$ cat config.mk
export PLATFORM = sky130hd
export DESIGN_NAME = psimd_alu
export DESIGN_NICKNAME = d
export VERILOG_FILES = /design/src/rtl/psimd_pkg.sv /design/src/rtl/psimd_addsub.sv /design/src/rtl/psimd_cmp.sv /design/src/rtl/psimd_madd.sv /design/src/rtl/psimd_alu.sv
export SDC_FILE = /design/constraint.sdc
export NUM_CORES = 2
export LEC_CHECK = 0
export BUFFER_PORTS_ARGS = -buffer_cell sky130_fd_sc_hd__buf_2
export CAP_MARGIN = 20
export CORE_MARGIN = 8
export CORE_UTILIZATION = 45
export DETAILED_ROUTE_END_ITERATION = 7
export PLACE_DENSITY = 0.71
export SKIP_CTS_REPAIR_TIMING = 1
export SYNTH_ARGS = -nofsm -noshare
export SYNTH_HDL_FRONTEND = slang
export SYNTH_SLANG_ARGS = --single-unit
$ cat constraint.sdc
create_clock -name clk -period 1.3 [get_ports clk]
set_input_delay 0.26 -clock clk [delete_from_list [all_inputs] [get_ports clk]]
set_output_delay 0.26 -clock clk [all_outputs]
set_load 0.05 [all_outputs]
$ cat src/rtl/psimd_pkg.sv
package psimd_pkg;

  typedef enum logic [3:0] {
    OP_ADD   = 4'd0,
    OP_SUB   = 4'd1,
    OP_ADDSS = 4'd2,
    OP_SUBSS = 4'd3,
    OP_ADDUS = 4'd4,
    OP_SUBUS = 4'd5,
    OP_CMPEQ = 4'd6,
    OP_CMPGT = 4'd7,
    OP_AND   = 4'd8,
    OP_ANDN  = 4'd9,
    OP_OR    = 4'd10,
    OP_MADD  = 4'd11
  } op_e;

  typedef enum logic [1:0] {
    SZ_BYTE  = 2'd0,
    SZ_WORD  = 2'd1,
    SZ_DWORD = 2'd2,
    SZ_RSVD  = 2'd3
  } size_e;

endpackage

$ cat src/rtl/psimd_addsub.sv
// Lane-partitioned adder: one 8-bit slice per byte, carry chain cut at lane
// starts, saturation selected from the flags of each lane's top byte.
module psimd_addsub #(
  parameter int unsigned DATA_W = 64
) (
  input  logic [DATA_W-1:0] a,
  input  logic [DATA_W-1:0] b,
  input  logic [1:0]        size,
  input  logic              sub,
  input  logic              sat_en,
  input  logic              sat_signed,
  output logic [DATA_W-1:0] y
);
  localparam int unsigned NB = DATA_W / 8;

  logic [NB-1:0] cout;
  logic [NB-1:0] sov;
  logic [NB-1:0] uov;
  logic [NB-1:0] neg;
  logic [NB-1:0] first;
  logic [NB-1:0] top;

  for (genvar i = 0; i < NB; i++) begin : g_byte
    localparam int unsigned TOP_W = i | 1;
    localparam int unsigned TOP_D = i | 3;
    logic [7:0] ab;
    logic [7:0] bx;
    logic       cin;
    logic [8:0] wide;
    logic       l_sov;
    logic       l_uov;
    logic       l_neg;
    logic [7:0] sat_hi;
    logic [7:0] sat_lo;

    assign ab = a[i*8 +: 8];
    assign bx = b[i*8 +: 8] ^ {8{sub}};

    assign first[i] = (size == 2'd0) ||
                      (size == 2'd1 && (i % 2) == 0) ||
                      (size >= 2'd2 && (i % 4) == 0);
    assign top[i]   = (size == 2'd0) ||
                      (size == 2'd1 && (i % 2) == 1) ||
                      (size >= 2'd2 && (i % 4) == 3);

    if (i == 0) begin : g_lsb
      assign cin = first[0] & sub;
    end else begin : g_mid
      assign cin = first[i] ? sub : cout[i-1];
    end

    assign wide    = {1'b0, ab} + {1'b0, bx} + {8'd0, cin};
    assign cout[i] = wide[8];
    assign sov[i]  = (ab[7] == bx[7]) && (wide[7] != ab[7]);
    assign uov[i]  = sub ? ~wide[8] : wide[8];
    assign neg[i]  = ab[7];

    always_comb begin
      case (size)
        2'd0:    begin l_sov = sov[i];     l_uov = uov[i];     l_neg = neg[i];     end
        2'd1:    begin l_sov = sov[TOP_W]; l_uov = uov[TOP_W]; l_neg = neg[TOP_W]; end
        default: begin l_sov = sov[TOP_D]; l_uov = uov[TOP_D]; l_neg = neg[TOP_D]; end
      endcase
    end

    assign sat_hi = top[i] ? 8'h7F : 8'hFF;
    assign sat_lo = top[i] ? 8'h80 : 8'h00;

    assign y[i*8 +: 8] = !sat_en    ? wide[7:0] :
                         sat_signed ? (l_sov ? (l_neg ? sat_lo : sat_hi) : wide[7:0]) :
                                      (l_uov ? (sub ? 8'h00 : 8'hFF) : wide[7:0]);
  end

endmodule

$ cat src/rtl/psimd_cmp.sv
// Lane compares for every size in parallel; the size code picks one.
module psimd_cmp #(
  parameter int unsigned DATA_W = 64
) (
  input  logic [DATA_W-1:0] a,
  input  logic [DATA_W-1:0] b,
  input  logic [1:0]        size,
  input  logic              gt_mode,
  output logic [DATA_W-1:0] y
);
  localparam int unsigned NSIZE = 3;

  logic [NSIZE-1:0][DATA_W-1:0] mask;

  for (genvar s = 0; s < NSIZE; s++) begin : g_size
    localparam int unsigned W = 8 << s;
    localparam int unsigned N = DATA_W / W;
    for (genvar l = 0; l < N; l++) begin : g_lane
      logic hit;
      assign hit = gt_mode ? ($signed(a[l*W +: W]) > $signed(b[l*W +: W]))
                           : (a[l*W +: W] == b[l*W +: W]);
      assign mask[s][l*W +: W] = {W{hit}};
    end
  end

  always_comb begin
    case (size)
      2'd0:    y = mask[0];
      2'd1:    y = mask[1];
      2'd2:    y = mask[2];
      default: y = '0;
    endcase
  end

endmodule

$ cat src/rtl/psimd_madd.sv
// Signed 16x16 products summed in adjacent pairs into 32-bit lanes.
module psimd_madd #(
  parameter int unsigned DATA_W = 64
) (
  input  logic [DATA_W-1:0] a,
  input  logic [DATA_W-1:0] b,
  output logic [DATA_W-1:0] y
);
  localparam int unsigned NPAIR = DATA_W / 32;

  for (genvar p = 0; p < NPAIR; p++) begin : g_pair
    logic signed [31:0] prod_lo;
    logic signed [31:0] prod_hi;
    assign prod_lo = $signed(a[p*32 +: 16]) * $signed(b[p*32 +: 16]);
    assign prod_hi = $signed(a[p*32+16 +: 16]) * $signed(b[p*32+16 +: 16]);
    assign y[p*32 +: 32] = prod_lo + prod_hi;
  end

endmodule

$ cat src/rtl/psimd_alu.sv
module psimd_alu #(
  parameter int unsigned DATA_W = 64
) (
  input  logic              clk,
  input  logic              rst_n,
  input  logic              in_valid,
  input  logic [3:0]        in_op,
  input  logic [1:0]        in_size,
  input  logic [DATA_W-1:0] in_a,
  input  logic [DATA_W-1:0] in_b,
  output logic              out_valid,
  output logic [DATA_W-1:0] out_result
);
  import psimd_pkg::*;

  op_e               op;
  logic              size_ok;
  logic              as_sub;
  logic              as_sat;
  logic              as_signed;
  logic [DATA_W-1:0] as_y;
  logic [DATA_W-1:0] cmp_y;
  logic [DATA_W-1:0] madd_y;
  logic [DATA_W-1:0] next_result;

  assign op        = op_e'(in_op);
  assign size_ok   = (size_e'(in_size) != SZ_RSVD);
  assign as_sub    = (op == OP_SUB) || (op == OP_SUBSS) || (op == OP_SUBUS);
  assign as_sat    = (op == OP_ADDSS) || (op == OP_SUBSS) ||
                     (op == OP_ADDUS) || (op == OP_SUBUS);
  assign as_signed = (op == OP_ADDSS) || (op == OP_SUBSS);

  psimd_addsub #(.DATA_W(DATA_W)) u_addsub (
    .a          (in_a),
    .b          (in_b),
    .size       (in_size),
    .sub        (as_sub),
    .sat_en     (as_sat),
    .sat_signed (as_signed),
    .y          (as_y)
  );

  psimd_cmp #(.DATA_W(DATA_W)) u_cmp (
    .a       (in_a),
    .b       (in_b),
    .size    (in_size),
    .gt_mode (op == OP_CMPGT),
    .y       (cmp_y)
  );

  psimd_madd #(.DATA_W(DATA_W)) u_madd (
    .a (in_a),
    .b (in_b),
    .y (madd_y)
  );

  always_comb begin
    case (op)
      OP_ADD, OP_SUB, OP_ADDSS, OP_SUBSS,
      OP_ADDUS, OP_SUBUS:  next_result = size_ok ? as_y : '0;
      OP_CMPEQ, OP_CMPGT:  next_result = cmp_y;
      OP_AND:              next_result = in_a & in_b;
      OP_ANDN:             next_result = ~in_a & in_b;
      OP_OR:               next_result = in_a | in_b;
      OP_MADD:             next_result = madd_y;
      default:             next_result = '0;
    endcase
  end

  always_ff @(posedge clk or negedge rst_n) begin
    if (!rst_n) begin
      out_valid  <= 1'b0;
      out_result <= '0;
    end else begin
      out_valid <= in_valid;
      if (in_valid) out_result <= next_result;
    end
  end

endmodule

==> results.md <==
- Status: finished, violations left
- Failing checks: setup timing
- WL per Instance: 24.1 um
- Final Critical Period: 8.47 ns
- Clock Skew: 0 ns
- Die ar.: 0.127 mm2
- Worst-path clk slew: 0.06 ns
- GRT met2 Usage: 54.3%
- Post-Syn Nets: 7905
- Post-synthesis sequential area ratio: 3.13%
- Synth async-reset ratio: 100%
- Initial Utilization: 45.4%
- Ports: 202
- # nets final: 9187
- Least-Margin Pin Slew: 0.693 ns
- Clock buffer depth: 2
- CP endpoint kind: flip-flop
- Worst path slowest cell: or4b_1
- FP Rows: 124
- Vias in the first global route: 51900
- Final worst slack: -7.17 ns
- Critical path launch point type: input port
- Seq cells post-synth: 65
- Total Wirelength: 214 mm
- TritonCTS sink count: 65
- Global-route wire length before repair: 321 mm
- Synth Instances: 6058
- CTS Buf Count: 9
- Cell mode on critical path: fa_2
- Vias: 48300
- Critical path required time: 1.54 ns
- Clock Latency Late Sink: 0.37 ns
- Syn_area_per_cell: 8.59 um2
- Peak per-stage delay on the critical path: 0.44 ns
- Die Span Y: 356 um
- DR pass1 iterations: 7
- Slew HR: 53.4%
- Root buffer cell: clkbuf_16
- ANT nets after route: 0
- HP Class: in2async
- Detailed-route DRC error count: 0
- DR iter-0 viols: 4472
- Prevailing post-synth register cell: dfrtp_1
- Period utilization: 651%
- All-Layer GR Usage: 33.7%
- Worst Path Arrival: 8.70 ns
- Vias/cell: 5.45
- Met3 usage: 7.71%
- FMAX: 118 MHz
- GPL Wtd Cong: 1.10
- Fin. Hold Viols: 0
- Yosys warns: 0
- Layout Cells excl Fill: 8864
- Max Slew Vio Count: 0
- Fraction of layout cells with a size suffix above 1: 22.9%
- GR peak layer: met2
- Post-Syn Area: 0.0520 mm2
- Total gr overflow: 0
- Die width: 356 um
- Setup CP Type: in2reg
- H-tree levels: 3
- R2R Path Start: out_result[44]
- Final instance area: 0.0659 mm2
- Buffers on Ports: 201
- Count of cell types in the netlist: 82
- Inst Count DP: 8806
- Largest fanout on the critical path: 4
- Placed cell areas: 0.0644 mm2
- Initial antenna violation count: 14
- Final setup vio count: 92
- CTS tree: yes
- Largest net degree at the start of global routing: 37
- Area growth syn-to-layout: 26.7%
- Hold Worst Slack: 0.313 ns
- Number of enable flip-flop cells after synthesis: 0
- Post-detail-place hpwl: 191 mm
- Met1 Usage GRT: 40.3%
- CP Launch Point: in_op[3]
- Core area: 0.115 mm2
- Max cap viols: 0
- RSZ-0062 raised after global routing: yes
## critical path, delay by kind of cell
family	cells	cell delay, ns
AOI/OAI and AO/OA	20	3.79
and+or+nand+nor	4	0.76
xor gates and xnor gates	1	0.10
buffers and inverters	5	0.82
adders and majority gates	8	2.95
## synth_stat cells, types with 25 or more instances
cell type | n | area share [%]
ha_1 | 551 | 13
fa_1 | 1159 | 45
nand3_1 | 77 | 0.74
a31oi_1 | 54 | 0.65
buf_1 | 29 | 0.21
a21oi_1 | 193 | 1.9
a21o_1 | 41 | 0.59
a211oi_1 | 30 | 0.43
nand2b_1 | 25 | 0.30
xnor2_1 | 158 | 2.7
xor2_1 | 105 | 1.8
nor2_1 | 469 | 3.4
nor2b_1 | 39 | 0.47
dfrtp_1 | 65 | 3.1
inv_1 | 1426 | 10
clkbuf_1 | 207 | 1.5
o211ai_1 | 46 | 0.66
nand2_1 | 810 | 5.8
nor3_1 | 37 | 0.36
o21ai_0 | 150 | 1.4
## path summary, 6_finish.rpt
kind,end,slack (ns),cells past startpoint
max,out_result[4],-7.17,38
min,out_valid,0.31,2
max reg2reg,out_result[44],-0.49,6
min reg2reg,out_result[62],0.51,2
max in group asynchronous,out_result[30],0.53,3
min in group clk,out_valid,0.43,3
## metal layers
layer	routed length (um)	share of wire (%)
met1	78000	36
met2	97100	45
met3	20400	9.6
met4	18400	8.6
met5	63	0.029
## cells by family (layout without fill, tap and decap cells)
family                   count (synthesis)  after routing  synth area share (%)
flip-flops                              65             65                  3.13
XOR/XNOR                               263            263                  4.43
other                                    0              7                     0
AO/OA/AOI/OAI                          765            765                  9.74
multiplexers                            12             12                 0.236
AND/OR/NAND/NOR                       1552           1552                  12.3
adder cells (fa/ha/maj)               1715           1715                  58.0
buffers and inverters                 1686           2973                  12.2
## sequential cells by signal (all words and copies together), names as in the netlist
signal / cells
out_result: 64
out_valid: 1
## per-stage QoR
stage                     util (%)  setup slack (ns)  setup TNS (ns)
after global routing          57.6             -7.46         -462.70
after CTS                     56.6             -7.93         -499.25
final                         57.6             -7.17         -444.19
after detailed placement      56.3             -8.28         -516.15
after floorplan                  -             -7.48         -451.51
after global placement        56.3             -8.11         -505.86
## area by class of cell
type	count	area (um2)
fill	10100	48600
antenna	7	17.5
multi-input combinational	4307	44700
clock buffer	9	225
clock inverter	7	119
tap	1512	1890
sequential	65	1650
inverter	1449	5440
timing repair buffer	1508	11900
## cell usage in the layout, fill, tap and decap left out, drive strengths merged, types with 15 or more instances in the layout
cell,instances
o21a,24
a21oi,193
nand3,77
fa,1159
o21ai,153
dfrtp,65
nor2b,39
nor2,469
o211ai,46
a22oi,15
o31ai,20
or2,15
a31oi,54
buf,1499
clkbuf,17
a21o,41
ha,551
a211oi,30
xnor2,158
o21bai,17
inv,1432
clkinv,19
xor2,105
nor4,17
or4,15
nand2,810
nand2b,25
nor3,37
Power is not shown: default switching activity piles up to over one toggle a cycle in this logic, so the estimate is an artifact.
